==> src/rtl/cal_pkg.sv <==
package cal_pkg;
  localparam int unsigned DIGIT_W     = 4;
  localparam int unsigned YEAR_DIGITS = 4;
  localparam int unsigned MONTH_W     = 4;
  localparam int unsigned LEN_W       = 4;
  localparam int unsigned LAST_MONTH  = 12;
  localparam int unsigned MAX_DIGIT   = 9;

  typedef enum logic [1:0] {
    LEN_28 = 2'd0,
    LEN_29 = 2'd1,
    LEN_30 = 2'd2,
    LEN_31 = 2'd3
  } len_idx_e;

  typedef struct packed {
    logic [LEN_W-1:0] days;
    logic             leap;
    logic             bad;
  } cal_result_t;
endpackage

==> src/rtl/bcd_pair_div4.sv <==
module bcd_pair_div4 #(
  parameter int unsigned DW = cal_pkg::DIGIT_W
) (
  input  logic [DW-1:0] hi_digit,
  input  logic [DW-1:0] lo_digit,
  output logic          div4
);
  // Ten is 2 mod 4, so the pair is divisible by 4 when
  // (2*parity(hi) + lo[1:0]) mod 4 == 0. The valid digits 8 and 9 add 0 and 1.
  always_comb begin
    if (hi_digit[0])
      div4 = lo_digit[1] & ~lo_digit[0];
    else
      div4 = ~lo_digit[1] & ~lo_digit[0];
  end
endmodule

==> src/rtl/bcd_leap_eval.sv <==
module bcd_leap_eval #(
  parameter int unsigned DW = cal_pkg::DIGIT_W,
  parameter int unsigned ND = cal_pkg::YEAR_DIGITS,
  localparam int unsigned YW = DW * ND
) (
  input  logic [YW-1:0] year_bcd,
  output logic          is_leap,
  output logic          digits_ok
);
  logic [ND-1:0] dig_ok;
  logic          low_div4;
  logic          high_div4;
  logic          low_zero;

  for (genvar g = 0; g < ND; g++) begin : g_digit_chk
    assign dig_ok[g] = (year_bcd[g*DW +: DW] <= DW'(cal_pkg::MAX_DIGIT));
  end

  bcd_pair_div4 #(.DW(DW)) u_low_pair (
    .hi_digit (year_bcd[2*DW-1:DW]),
    .lo_digit (year_bcd[DW-1:0]),
    .div4     (low_div4)
  );

  bcd_pair_div4 #(.DW(DW)) u_high_pair (
    .hi_digit (year_bcd[4*DW-1:3*DW]),
    .lo_digit (year_bcd[3*DW-1:2*DW]),
    .div4     (high_div4)
  );

  assign low_zero  = (year_bcd[2*DW-1:0] == '0);
  assign digits_ok = &dig_ok;

  // leap = div4 and not century, or div400
  always_comb begin
    is_leap = 1'b0;
    if (digits_ok) begin
      if (low_zero) is_leap = high_div4;
      else          is_leap = low_div4;
    end
  end
endmodule

==> src/rtl/month_len_decode.sv <==
module month_len_decode #(
  parameter int unsigned MW = cal_pkg::MONTH_W,
  parameter int unsigned LW = cal_pkg::LEN_W
) (
  input  logic [MW-1:0] month,
  input  logic          leap,
  output logic [LW-1:0] days_oh,
  output logic          month_ok
);
  import cal_pkg::*;

  always_comb begin
    month_ok = (month != '0) && (month <= MW'(LAST_MONTH));
    days_oh  = '0;
    if (month_ok) begin
      case (month)
        MW'(2):                   days_oh[leap ? LEN_29 : LEN_28] = 1'b1;
        MW'(4), MW'(6), MW'(9),
        MW'(11):                  days_oh[LEN_30] = 1'b1;
        default:                  days_oh[LEN_31] = 1'b1;
      endcase
    end
  end
endmodule

==> src/rtl/cal_days_decoder.sv <==
module cal_days_decoder #(
  parameter int unsigned MONTH_W = cal_pkg::MONTH_W,
  parameter int unsigned DIGIT_W = cal_pkg::DIGIT_W,
  parameter int unsigned NDIG    = cal_pkg::YEAR_DIGITS,
  localparam int unsigned YEAR_W = DIGIT_W * NDIG,
  localparam int unsigned LEN_W  = cal_pkg::LEN_W
) (
  input  logic               clk,
  input  logic               rst,
  input  logic [MONTH_W-1:0] month,
  input  logic [YEAR_W-1:0]  year_bcd,
  output logic [LEN_W-1:0]   days_oh,
  output logic               leap,
  output logic               bad_input
);
  import cal_pkg::*;

  logic             leap_c;
  logic             digits_ok_c;
  logic             month_ok_c;
  logic [LEN_W-1:0] days_c;
  cal_result_t      res_q;

  bcd_leap_eval #(.DW(DIGIT_W), .ND(NDIG)) u_leap (
    .year_bcd  (year_bcd),
    .is_leap   (leap_c),
    .digits_ok (digits_ok_c)
  );

  month_len_decode #(.MW(MONTH_W), .LW(LEN_W)) u_len (
    .month    (month),
    .leap     (leap_c),
    .days_oh  (days_c),
    .month_ok (month_ok_c)
  );

  always_ff @(posedge clk) begin
    if (rst) begin
      res_q <= '0;
    end else begin
      res_q.days <= days_c;
      res_q.leap <= leap_c;
      res_q.bad  <= ~(month_ok_c & digits_ok_c);
    end
  end

  assign days_oh   = res_q.days;
  assign leap      = res_q.leap;
  assign bad_input = res_q.bad;

  // Checks against the port-level contract
  function automatic logic year_has_bad_digit(input logic [YEAR_W-1:0] y);
    logic b;
    b = 1'b0;
    for (int i = 0; i < NDIG; i++)
      if (y[i*DIGIT_W +: DIGIT_W] > DIGIT_W'(MAX_DIGIT)) b = 1'b1;
    return b;
  endfunction

  assert_len_onehot_R9: assert property (@(posedge clk) disable iff (rst)
    (month >= MONTH_W'(1) && month <= MONTH_W'(LAST_MONTH)) |=> ($countones(days_oh) == 1));

  assert_len_atmost_one_R9: assert property (@(posedge clk) disable iff (rst)
    $onehot0(days_oh));

  assert_bad_month_R7: assert property (@(posedge clk) disable iff (rst)
    (month == '0 || month > MONTH_W'(LAST_MONTH)) |=> (days_oh == '0 && bad_input));

  assert_bad_digit_R8: assert property (@(posedge clk) disable iff (rst)
    year_has_bad_digit(year_bcd) |=> (bad_input && !leap));

  assert_feb_follows_leap_R4: assert property (@(posedge clk) disable iff (rst)
    (month == MONTH_W'(2)) |=> (days_oh[LEN_29] == leap && days_oh[LEN_28] == !leap));

  assert_reset_clears_R1: assert property (@(posedge clk)
    rst |=> (days_oh == '0 && !leap && !bad_input));
endmodule

==> config.mk <==
export PLATFORM = sky130hd
export DESIGN_NAME = cal_days_decoder
export DESIGN_NICKNAME = d
export VERILOG_FILES = /design/src/rtl/cal_pkg.sv /design/src/rtl/bcd_pair_div4.sv /design/src/rtl/bcd_leap_eval.sv /design/src/rtl/month_len_decode.sv /design/src/rtl/cal_days_decoder.sv
export SDC_FILE = /design/constraint.sdc
export NUM_CORES = 1
export LEC_CHECK = 0
export ABC_AREA = 0
export CAP_MARGIN = 20
export CORE_AREA = 5 5 42 44
export CTS_CLUSTER_DIAMETER = 50
export DETAILED_ROUTE_END_ITERATION = 10
export DIE_AREA = 0 0 47 49
export DONT_BUFFER_PORTS = 1
export PLACE_DENSITY = 0.42
export SKIP_LAST_GASP = 1
export SYNTH_ARGS = -nofsm -noshare
export SYNTH_HDL_FRONTEND = slang
export SYNTH_SLANG_ARGS = --single-unit
==> constraint.sdc <==
create_clock -name clk -period 1.4 [get_ports clk]
set_input_delay 0.28 -clock clk [delete_from_list [all_inputs] [get_ports clk]]
set_output_delay 0.28 -clock clk [all_outputs]
set_load 0.02 [all_outputs]
After elaboration in Yosys (flattened, before gate mapping)
Index checks and enable logic that the tools add are counted.
- magnitude comparators: 7
- equality and inequality tests: 5
- reductions and logical operators: 8
- bitwise logic cells: 12
- multiplexer cells: 9
- operator list (cell ; count):
    $le A4 B4 Y1 const B ; 5
    $eq A4 B3 Y1 const B ; 2
    $eq A4 B4 Y1 const B ; 2
    $logic_not A8 Y1 ; 1
    $not A1 Y1 ; 7
    $mux W1 ; 6
    $and A1 B1 Y1 ; 5
    $eq A4 B2 Y1 const B ; 1
    $pmux W1 S2 ; 2
    $reduce_and A4 Y1 ; 1
    $reduce_bool A4 Y1 ; 1
    $reduce_or A4 Y1 ; 1
    $lt A2 B3 Y1 const B ; 1
    $reduce_or A3 Y1 ; 1
    $demux W1 S2 ; 1
    $ge A2 B1 Y1 const B ; 1
    $logic_and A1 B1 Y1 ; 2
    $reduce_or A2 Y1 ; 1
- word-level logic and storage cells: 45
- output and inout port bits: 6
- bits in registers: 6
- bits of input ports: 22

Longest topological paths before layout
Gate-level depths: netlist of the first run.
- word-level depth: 11
- mapped depth: 3
- depth with buffers taken out: 3

Hierarchy
A second synthesis of the first run with hierarchy kept.
- cells, all modules: 39
- area total of the unflattened synthesis: 346.6 um^2
- by module, submodules not included (module ; area each (um^2) ; seq. area each (um^2) ; instances ; cells an instance):
    cal_days_decoder ; 156.4 ; 120.1 ; 1 ; 12
    month_len_decode ; 90.1 ; 0.0 ; 1 ; 13
    bcd_leap_eval ; 75.1 ; 0.0 ; 1 ; 10
    bcd_pair_div4 ; 12.5 ; 0.0 ; 2 ; 2

Worst setup path after synthesis of the first run
Ideal clock, no wire load.
- path type: input to register
- start point: in year_bcd[9]
- end point: reg res_q, in the netlist days_oh[0]
- setup time: 0.120 ns
- path buffers: 0
- data arrival time: 0.928 ns
- slack: 0.353 ns
- required time: 1.280 ns
- stages on the path: 3
- path through: xor2_1 > o211a_1 > o31a_1
- longest elaborated chain between the ends: 10
- elaborated cells on any way between the ends: 14
- those cells by class: order compare (3); mux (6); bitwise (3); reduce/logical (2)
- ends and longest elaborated chain (item ; RTL line ; source):
    start, declared ; cal_days_decoder.sv:11 ; input logic [YEAR_W-1:0] year_bcd,
    branches (longest 4 deep; another with $le A4 B4 Y1) ; n/a ;
    $mux W1 * ; bcd_leap_eval.sv:37 ; if (digits_ok) begin
    $mux W1 * ; month_len_decode.sv:17 ; MW'(2): days_oh[leap ? LEN_29 : LEN_28] = 1'b1;
    $lt A2 B3 Y1 (implied by the code) or $ge A2 B1 Y1 (tied branches) ; month_len_decode.sv:17 ;
    $logic_and A1 B1 Y1 (implied by the code) ; month_len_decode.sv:17 ;
    $mux W1 ; month_len_decode.sv:17 ;
    $demux W1 S2 * ; n/a ;
    end, declared ; cal_days_decoder.sv:22 ; cal_result_t res_q;
Mark *: on every way between the ends.
A chain may end at the register's enable or synchronous reset.

Final worst setup path of the first run
- start point: reg res_q, in the netlist days_oh[1]
- end point: out days_oh[1]
- RTL lines (item ; RTL line ; source):
    end, declared ; cal_days_decoder.sv:12 ; output logic [LEN_W-1:0] days_oh,
No word-level cell between the ends.

==> impl_metrics.env, run 1 <==
export IMPL_setup_worst_path_class="reg2out"
export IMPL_crit_arrival_ps=660
export IMPL_final_max_slew_viol_count=0
export IMPL_rows=14
export IMPL_path_max_fanout=1
export IMPL_final_hold_violation_count=0
export IMPL_h_tree_depth=1
export IMPL_cp_end_kind="output port"
export IMPL_synth_area_leader_cell="dfxtp_1"
export IMPL_grt_max_degree=8
export IMPL_drv_cap=0
export IMPL_fp_dieW_microns=47
export IMPL_postCtsSetupRepairBufs=0
export IMPL_antenna_left=0
export IMPL_slew_headroom_pct=84.7
export IMPL_routed_wl_microns=776
export IMPL_grt_ovfl_total=0
export IMPL_ys_seq_area_share_pct=39.0
export IMPL_drc_errors=0
export IMPL_port_buffers=0
export IMPL_cts_tree="done"
export IMPL_grt_pass1_wl_microns=1090
export IMPL_initialDrtViolationCount=4
export IMPL_start_kind="register"
export IMPL_vias_per_cell=5.15
export IMPL_fmax_mhz=1060
export IMPL_whs_endpoint="days_oh[2]"
export IMPL_layout_setup_ws_ps=458
export IMPL_yosys_warnings=0
export IMPL_vias=273
export IMPL_period_needed_ps=942
export IMPL_grt_pass1_vias=273
export IMPL_syn_area_per_cell_sq_um=9.05
export IMPL_synth_top_area_share_pct=39.0
export IMPL_start_util_pct=22.0
export IMPL_dpl_hpwl_microns=658
export IMPL_status="finished, final reports clean"
export IMPL_worstMarginPinSlew_ps=227
export IMPL_root_buffer="clkbuf_4"
export IMPL_path_clk_slew_ps=40
export IMPL_synth_top_cells_by_area="dfxtp_1, nor4_1, o21ai_0"
export IMPL_gr_usage_all_layers_pct=6.84
export IMPL_netlist_area_sq_um=308
export IMPL_place_ws_ps=315
export IMPL_ios=28
export IMPL_leakage_nw=0.123
export IMPL_setup_violations=0
export IMPL_hold_class="in2reg"
export IMPL_cts_sinks=6
export IMPL_ys_types=19
export IMPL_timing_final_crit_share_pct=67.3
export IMPL_cts_buffers=3
export IMPL_synthCells=34
export IMPL_first_pass_iters=2
export IMPL_diodes=0
export IMPL_syn_nets=56
export IMPL_gp_congestion=0.739
export IMPL_postCtsHoldBufs=0
export IMPL_drive_above_1_share_pct=13.5
export IMPL_fin_nets=61
export IMPL_die_h_microns=49
export IMPL_required_ps=1120
export IMPL_wire_per_inst_microns=14.6
export IMPL_synth_seq_cells=6
export IMPL_powerDensity_nw_per_um2=1050
export IMPL_area_delta_synth_final_pct=13.8
export IMPL_setup_tns_final_ps=0
export IMPL_worstHoldStart="rst"
export IMPL_cts_repair_resized=0
export IMPL_antenna_found_initial=0
export IMPL_core_area_sq_um=1400
export IMPL_irDropWorstVdd_v=0.000159
export IMPL_die_area_sq_um=2300
export IMPL_min_path_cells=1
export IMPL_rsz0062_at_grt="false"
export IMPL_cts_buffer_depth=2
[state kept, by name, summed over array words and instances, names as in the netlist]
name       count
bad_input      1
days_oh        4
leap           1
[cell type report]
type,count,area (sq um)
Fill cell,164,1050
Multi-Input combinational cell,28,188
Sequential cell,6,120
Clock buffer,3,22.5
Tap cell,16,20.0
[metrics by stage]
step	utilization, %	instances	hold WS [ps]	area, sq um	total power [mW]
floorplan	-	34	349	308	0.217
global placement	23.4	50	355	328	0.221
detailed placement	23.4	50	354	328	0.222
CTS	25.0	53	99.2	350	0.377
global route	25.0	53	99.6	350	0.388
finish	25.0	53	110	350	0.369
[cells in the mapped netlist]
master    count
or2b_1        1
dfxtp_1       6
xnor2_1       1
o21ba_2       1
o31a_1        1
nand2_1       3
o211ai_1      1
and2_1        1
xor2_1        1
nor4b_2       1
o21ai_0       4
nand2b_1      1
a21oi_1       2
o211a_1       1
nor4_1        4
nand3b_1      2
nand4_1       1
or4_1         1
nor2_1        1
[cells in the final DEF, fill, tap and decap left out, drive strengths merged]
cell / instances
a21oi: 2
and2: 1
clkbuf: 3
dfxtp: 6
nand2: 3
nand2b: 1
nand3b: 2
nand4: 1
nor2: 1
nor4: 4
nor4b: 1
o211a: 1
o211ai: 1
o21ai: 4
o21ba: 1
o31a: 1
or2b: 1
or4: 1
xnor2: 1
xor2: 1
[logic make-up after synthesis]
family | count (synthesis) | synth area share, %
and+or+nand+nor | 16 | 33.7
xor gates and xnor gates | 2 | 5.69
AOI/OAI and AO/OA | 10 | 21.5
DFF | 6 | 39.0
[power by group]
group          internal (mW)  switching (mW)
Combinational         0.0168          0.0130
Sequential             0.178          0.0106
Clock                 0.0964          0.0542
Total                  0.291          0.0778
[metal layers]
layer	global-route usage, %	part of all wire, %
met5	0	0
met4	9.68	2.4
met2	10.6	55
met1	5.08	33
met3	2.21	9.1
[how the worst max path moves through the flow]
stage / from / slack, ps / cells after the start / to
global route: leap / 430 / 0 / leap
detailed placement: year_bcd[9] / 310 / 3 / days_oh[0]
global placement: year_bcd[9] / 330 / 3 / days_oh[0]
finish: days_oh[1] / 460 / 0 / days_oh[1]
floorplan: year_bcd[9] / 350 / 3 / days_oh[0]
CTS: bad_input / 450 / 0 / bad_input
Power figures use the tool's default switching activity.
==> run 2, diff against run 1 <==
--- a/config.mk
+++ b/config.mk
@@ -5,14 +5,14 @@
 export SDC_FILE = /design/constraint.sdc
 export NUM_CORES = 1
 export LEC_CHECK = 0
-export ABC_AREA = 0
+export ABC_AREA = 1
 export CAP_MARGIN = 20
 export CORE_AREA = 5 5 42 44
 export CTS_CLUSTER_DIAMETER = 50
 export DETAILED_ROUTE_END_ITERATION = 10
 export DIE_AREA = 0 0 47 49
 export DONT_BUFFER_PORTS = 1
-export PLACE_DENSITY = 0.42
+export PLACE_DENSITY = 0.44
 export SKIP_LAST_GASP = 1
 export SYNTH_ARGS = -nofsm -noshare
 export SYNTH_HDL_FRONTEND = slang
==> constraint.sdc (replaced) <==
create_clock -name clk -period 0.89 [get_ports clk]
set_input_delay 0.178 -clock clk [delete_from_list [all_inputs] [get_ports clk]]
set_output_delay 0.178 -clock clk [all_outputs]
set_load 0.02 [all_outputs]
==> impl_metrics.env, run 2 <==
export IMPL_status="finished, final reports clean"
export IMPL_netlist_area_sq_um=334
export IMPL_yosys_top_cells_count="nand2_1, nor2_1, inv_1"
export IMPL_drive_above_1_share_pct=14.3
export IMPL_synth_top_area_share_pct=36.0
export IMPL_postCtsSetupRepairBufs=0
export IMPL_ys_flop_type="dfxtp_1"
export IMPL_rsz0062_at_grt="false"
export IMPL_antenna_found_initial=0
export IMPL_setup_violations=0
export IMPL_min_path_cells=3
export IMPL_switching_share_pct=24.7
export IMPL_drc_errors=0
export IMPL_cts_tree="done"
export IMPL_path_max_fanout=1
export IMPL_design_area_sq_um=387
export IMPL_clkPwrFrac_pct=40.7
export IMPL_final_common_cell="nand2_1"
export IMPL_p_sw_uw=153
export IMPL_routed_wl_microns=770
export IMPL_first_pass_iters=1
export IMPL_synth_top_cells_by_area="dfxtp_1, nand2_1, nor2_1"
export IMPL_fin_nets=80
export IMPL_area_delta_synth_final_pct=15.7
export IMPL_synth_area_leader_cell="dfxtp_1"
export IMPL_required_ps=710
export IMPL_wire_per_inst_microns=10.7
export IMPL_grt_ovfl_total=0
export IMPL_pwr_share_comb_pct=10.7
export IMPL_power_uw=617
export IMPL_grt_pass1_vias=338
export IMPL_layout_setup_ws_ps=41.8
export IMPL_leakage_nw=0.177
export IMPL_crit_arrival_ps=670
export IMPL_ys_types=13
export IMPL_p_int_uw=465
export IMPL_synth_most_common_cell="nand2_1"
export IMPL_synthCells=52
export IMPL_cts_buffer_depth=2
export IMPL_setup_worst_path_class="reg2out"
export IMPL_ff_latch_area_sq_um=120
export IMPL_setup_tns_final_ps=0
export IMPL_place_area_sq_um=354
export IMPL_largest_register_ffs=4
export IMPL_drv_cap=0
export IMPL_cts_buffers=3
export IMPL_port_buffers=0
export IMPL_grt_max_degree=4
export IMPL_core_area_sq_um=1400
export IMPL_hold_class="in2reg"
export IMPL_cts_sinks=6
export IMPL_syn_area_per_cell_sq_um=6.42
export IMPL_async_reset_ff_share_pct=0
export IMPL_vias_per_cell=4.18
export IMPL_yosys_warnings=0
export IMPL_rows=14
export IMPL_irDropWorstVdd_v=0.000433
export IMPL_place_ws_ps=60.5
export IMPL_final_max_slew_viol_count=0
export IMPL_gp_congestion=0.635
export IMPL_synth_edf_count=0
export IMPL_final_hold_violation_count=0
export IMPL_gr_usage_all_layers_pct=7.32
export IMPL_grt_pass1_wl_microns=1200
export IMPL_initialDrtViolationCount=0
export IMPL_worstHoldStart="rst"
export IMPL_ios=28
export IMPL_dpl_hpwl_microns=683
export IMPL_start_util_pct=23.8
export IMPL_ys_seq_area_share_pct=36.0
export IMPL_start_kind="register"
export IMPL_root_buffer="clkbuf_4"
export IMPL_cts_repair_resized=0
export IMPL_path_clk_slew_ps=50
export IMPL_postCtsHoldBufs=1
export IMPL_syn_nets=74
export IMPL_fp_dieW_microns=47
export IMPL_n_fill_cell=175
export IMPL_synth_seq_cells=6
export IMPL_p_seq_share_pct=48.6
export IMPL_cp_end_kind="output port"
export IMPL_fmax_mhz=1180
export IMPL_diodes=0
export IMPL_post_route_util_pct=27.6
export IMPL_period_needed_ps=848
export IMPL_vias=301
export IMPL_slew_headroom_pct=85.1
export IMPL_h_tree_depth=1
export IMPL_timing_final_crit_share_pct=95.3
export IMPL_die_area_sq_um=2300
export IMPL_whs_endpoint="days_oh[1]"
export IMPL_die_h_microns=49
export IMPL_final_cell_mix="nand2_1, nor2_1, inv_1"
export IMPL_powerDensity_nw_per_um2=1600
export IMPL_antenna_left=0
export IMPL_multiInputGateArea_sq_um=188
export IMPL_worstMarginPinSlew_ps=221
## run 2: worst max-delay path by stage
| stage | from | endpoint | slack (ps) | cells past startpoint |
|---|---|---|---|---|
| global placement | year_bcd[5] | days_oh[0] | 90 | 6 |
| floorplan | year_bcd[5] | days_oh[0] | 130 | 6 |
| CTS | bad_input | bad_input | 30 | 0 |
| finish | bad_input | bad_input | 40 | 0 |
| global route | bad_input | bad_input | 10 | 0 |
| detailed placement | year_bcd[5] | days_oh[0] | 60 | 6 |
## run 2: cell type report
cell class	instances	area share [%]
timing repair buffer	1	2.59
clock buffer	3	5.83
tap	16	5.18
inverter	7	6.80
multi-input combinational	39	48.5
sequential	6	31.1
## run 2: kinds of logic after synthesis
family | count (synthesis) | share of synthesized area, %
AND/OR/NAND/NOR | 31 | 41.2
buffers and inverters | 7 | 7.87
AO/OA/AOI/OAI | 7 | 12.4
XOR/XNOR | 1 | 2.62
flip-flops | 6 | 36.0
## run 2: metrics by stage
step                hold WS [ps]  instances
CTS                         86.4         72
detailed placement           250         68
finish                      89.4         72
global placement             255         68
global route                97.0         72
floorplan                    247         52
## run 2: routing by layer
layer	up-vias	GRT usage, %	routed length, microns
li1	168	-	-
met1	120	5.93	253
met2	13	11.8	412
met3	0	4.80	103
met4	0	5.53	0
met5	-	0	0
## run 2: power groups by stage
stage / Sequential [mW] / Combinational [mW] / Clock (mW)
finish: 0.300 / 0.0662 / 0.251
global route: 0.301 / 0.0768 / 0.278
CTS: 0.301 / 0.0679 / 0.259
detailed placement: 0.306 / 0.0630 / 0
global placement: 0.306 / 0.0631 / 0
floorplan: 0.304 / 0.0551 / 0
==> run 3, diff against run 2 <==
--- a/config.mk
+++ b/config.mk
@@ -7,10 +7,10 @@
 export LEC_CHECK = 0
 export ABC_AREA = 1
 export CAP_MARGIN = 20
-export CORE_AREA = 5 5 42 44
+export CORE_AREA = 2 2 39 41
 export CTS_CLUSTER_DIAMETER = 50
 export DETAILED_ROUTE_END_ITERATION = 10
-export DIE_AREA = 0 0 47 49
+export DIE_AREA = 0 0 41 43
 export DONT_BUFFER_PORTS = 1
 export PLACE_DENSITY = 0.44
 export SKIP_LAST_GASP = 1
==> impl_metrics.env, run 3 (same netlist as run 2, synthesis figures left out) <==
export IMPL_cts_repair_resized=0
export IMPL_timing_final_crit_share_pct=92.8
export IMPL_drive_above_1_share_pct=14.5
export IMPL_antenna_found_initial=0
export IMPL_grt_max_degree=5
export IMPL_layout_cells_non_filler=71
export IMPL_rsz0062_at_grt="false"
export IMPL_start_util_pct=24.1
export IMPL_grt_pass1_vias=273
export IMPL_cts_buffers=3
export IMPL_final_hold_violation_count=0
export IMPL_gp_congestion=0.624
export IMPL_fmax_mhz=1210
export IMPL_vias=301
export IMPL_root_buffer="clkbuf_4"
export IMPL_routed_wl_microns=605
export IMPL_port_buffers=0
export IMPL_crit_arrival_ps=650
export IMPL_fp_dieW_microns=41
export IMPL_wire_per_inst_microns=8.52
export IMPL_path_max_fanout=1
export IMPL_initialDrtViolationCount=0
export IMPL_start_kind="register"
export IMPL_final_common_cell="nand2_1"
export IMPL_die_area_sq_um=1760
export IMPL_die_h_microns=43
export IMPL_dpl_hpwl_microns=546
export IMPL_area_delta_synth_final_pct=12.7
export IMPL_status="finished, final reports clean"
export IMPL_path_clk_slew_ps=40
export IMPL_first_pass_iters=1
export IMPL_gr_usage_all_layers_pct=8.09
export IMPL_vias_per_cell=4.24
export IMPL_final_cell_mix="nand2_1, nor2_1, inv_1"
export IMPL_rows=14
export IMPL_worstMarginPinSlew_ps=228
export IMPL_irDropWorstVdd_v=0.000268
export IMPL_slew_headroom_pct=84.7
export IMPL_fin_nets=79
export IMPL_cts_tree="done"
export IMPL_postCtsHoldBufs=0
export IMPL_drc_errors=0
export IMPL_n_fill_cell=172
export IMPL_power_uw=595
export IMPL_drv_cap=0
export IMPL_hold_worst_slack_ps=19.2
export IMPL_setup_worst_path_class="reg2out"
export IMPL_leakage_nw=0.172
export IMPL_cp_end_kind="output port"
export IMPL_h_tree_depth=1
export IMPL_cts_buffer_depth=2
export IMPL_setup_violations=0
export IMPL_required_ps=710
export IMPL_period_needed_ps=826
export IMPL_post_route_util_pct=27.2
export IMPL_setup_tns_final_ps=0
export IMPL_antenna_left=0
export IMPL_core_area_sq_um=1380
export IMPL_final_max_slew_viol_count=0
export IMPL_grt_ovfl_total=0
export IMPL_hold_class="in2reg"
export IMPL_diodes=0
export IMPL_powerDensity_nw_per_um2=1580
export IMPL_postCtsSetupRepairBufs=0
export IMPL_ios=28
export IMPL_place_inst=68
export IMPL_largest_register_ffs=4
export IMPL_cts_sinks=6
export IMPL_grt_pass1_wl_microns=1000
## run 3: area by class of cell
type	instances	area (sq um)	area share [%]
inverters	7	26.3	6.98
multi-input cells	39	188	49.8
clock buffers	3	22.5	5.98
flip-flops and latches	6	120	31.9
well taps	16	20.0	5.32
## run 3: report_power, final
group	internal [mW]	switching (mW)
combinational	0.0281	0.0343
sequential	0.282	0.0177
clock	0.151	0.0816
## run 3: metrics by stage
step | cell area, sq um | setup slack (ps)
after detailed placement | 354 | 61.8
final | 377 | 64.1
after CTS | 377 | 51.2
after floorplan | 334 | 131
after global routing | 377 | 29.3
after global placement | 354 | 90.7
## run 3: path summary, 6_finish.rpt
check,startpoint,to,slack [ps],cells past startpoint
max,days_oh[2],days_oh[2],60,0
min,rst,leap,20,1
## run 3: routing by layer
layer	vias up	global-route usage, %	wire length, microns
met5	-	0	0
met4	0	6.00	0
met3	0	0	44
met2	15	13.1	326
met1	120	9.49	234
li1	166	-	-
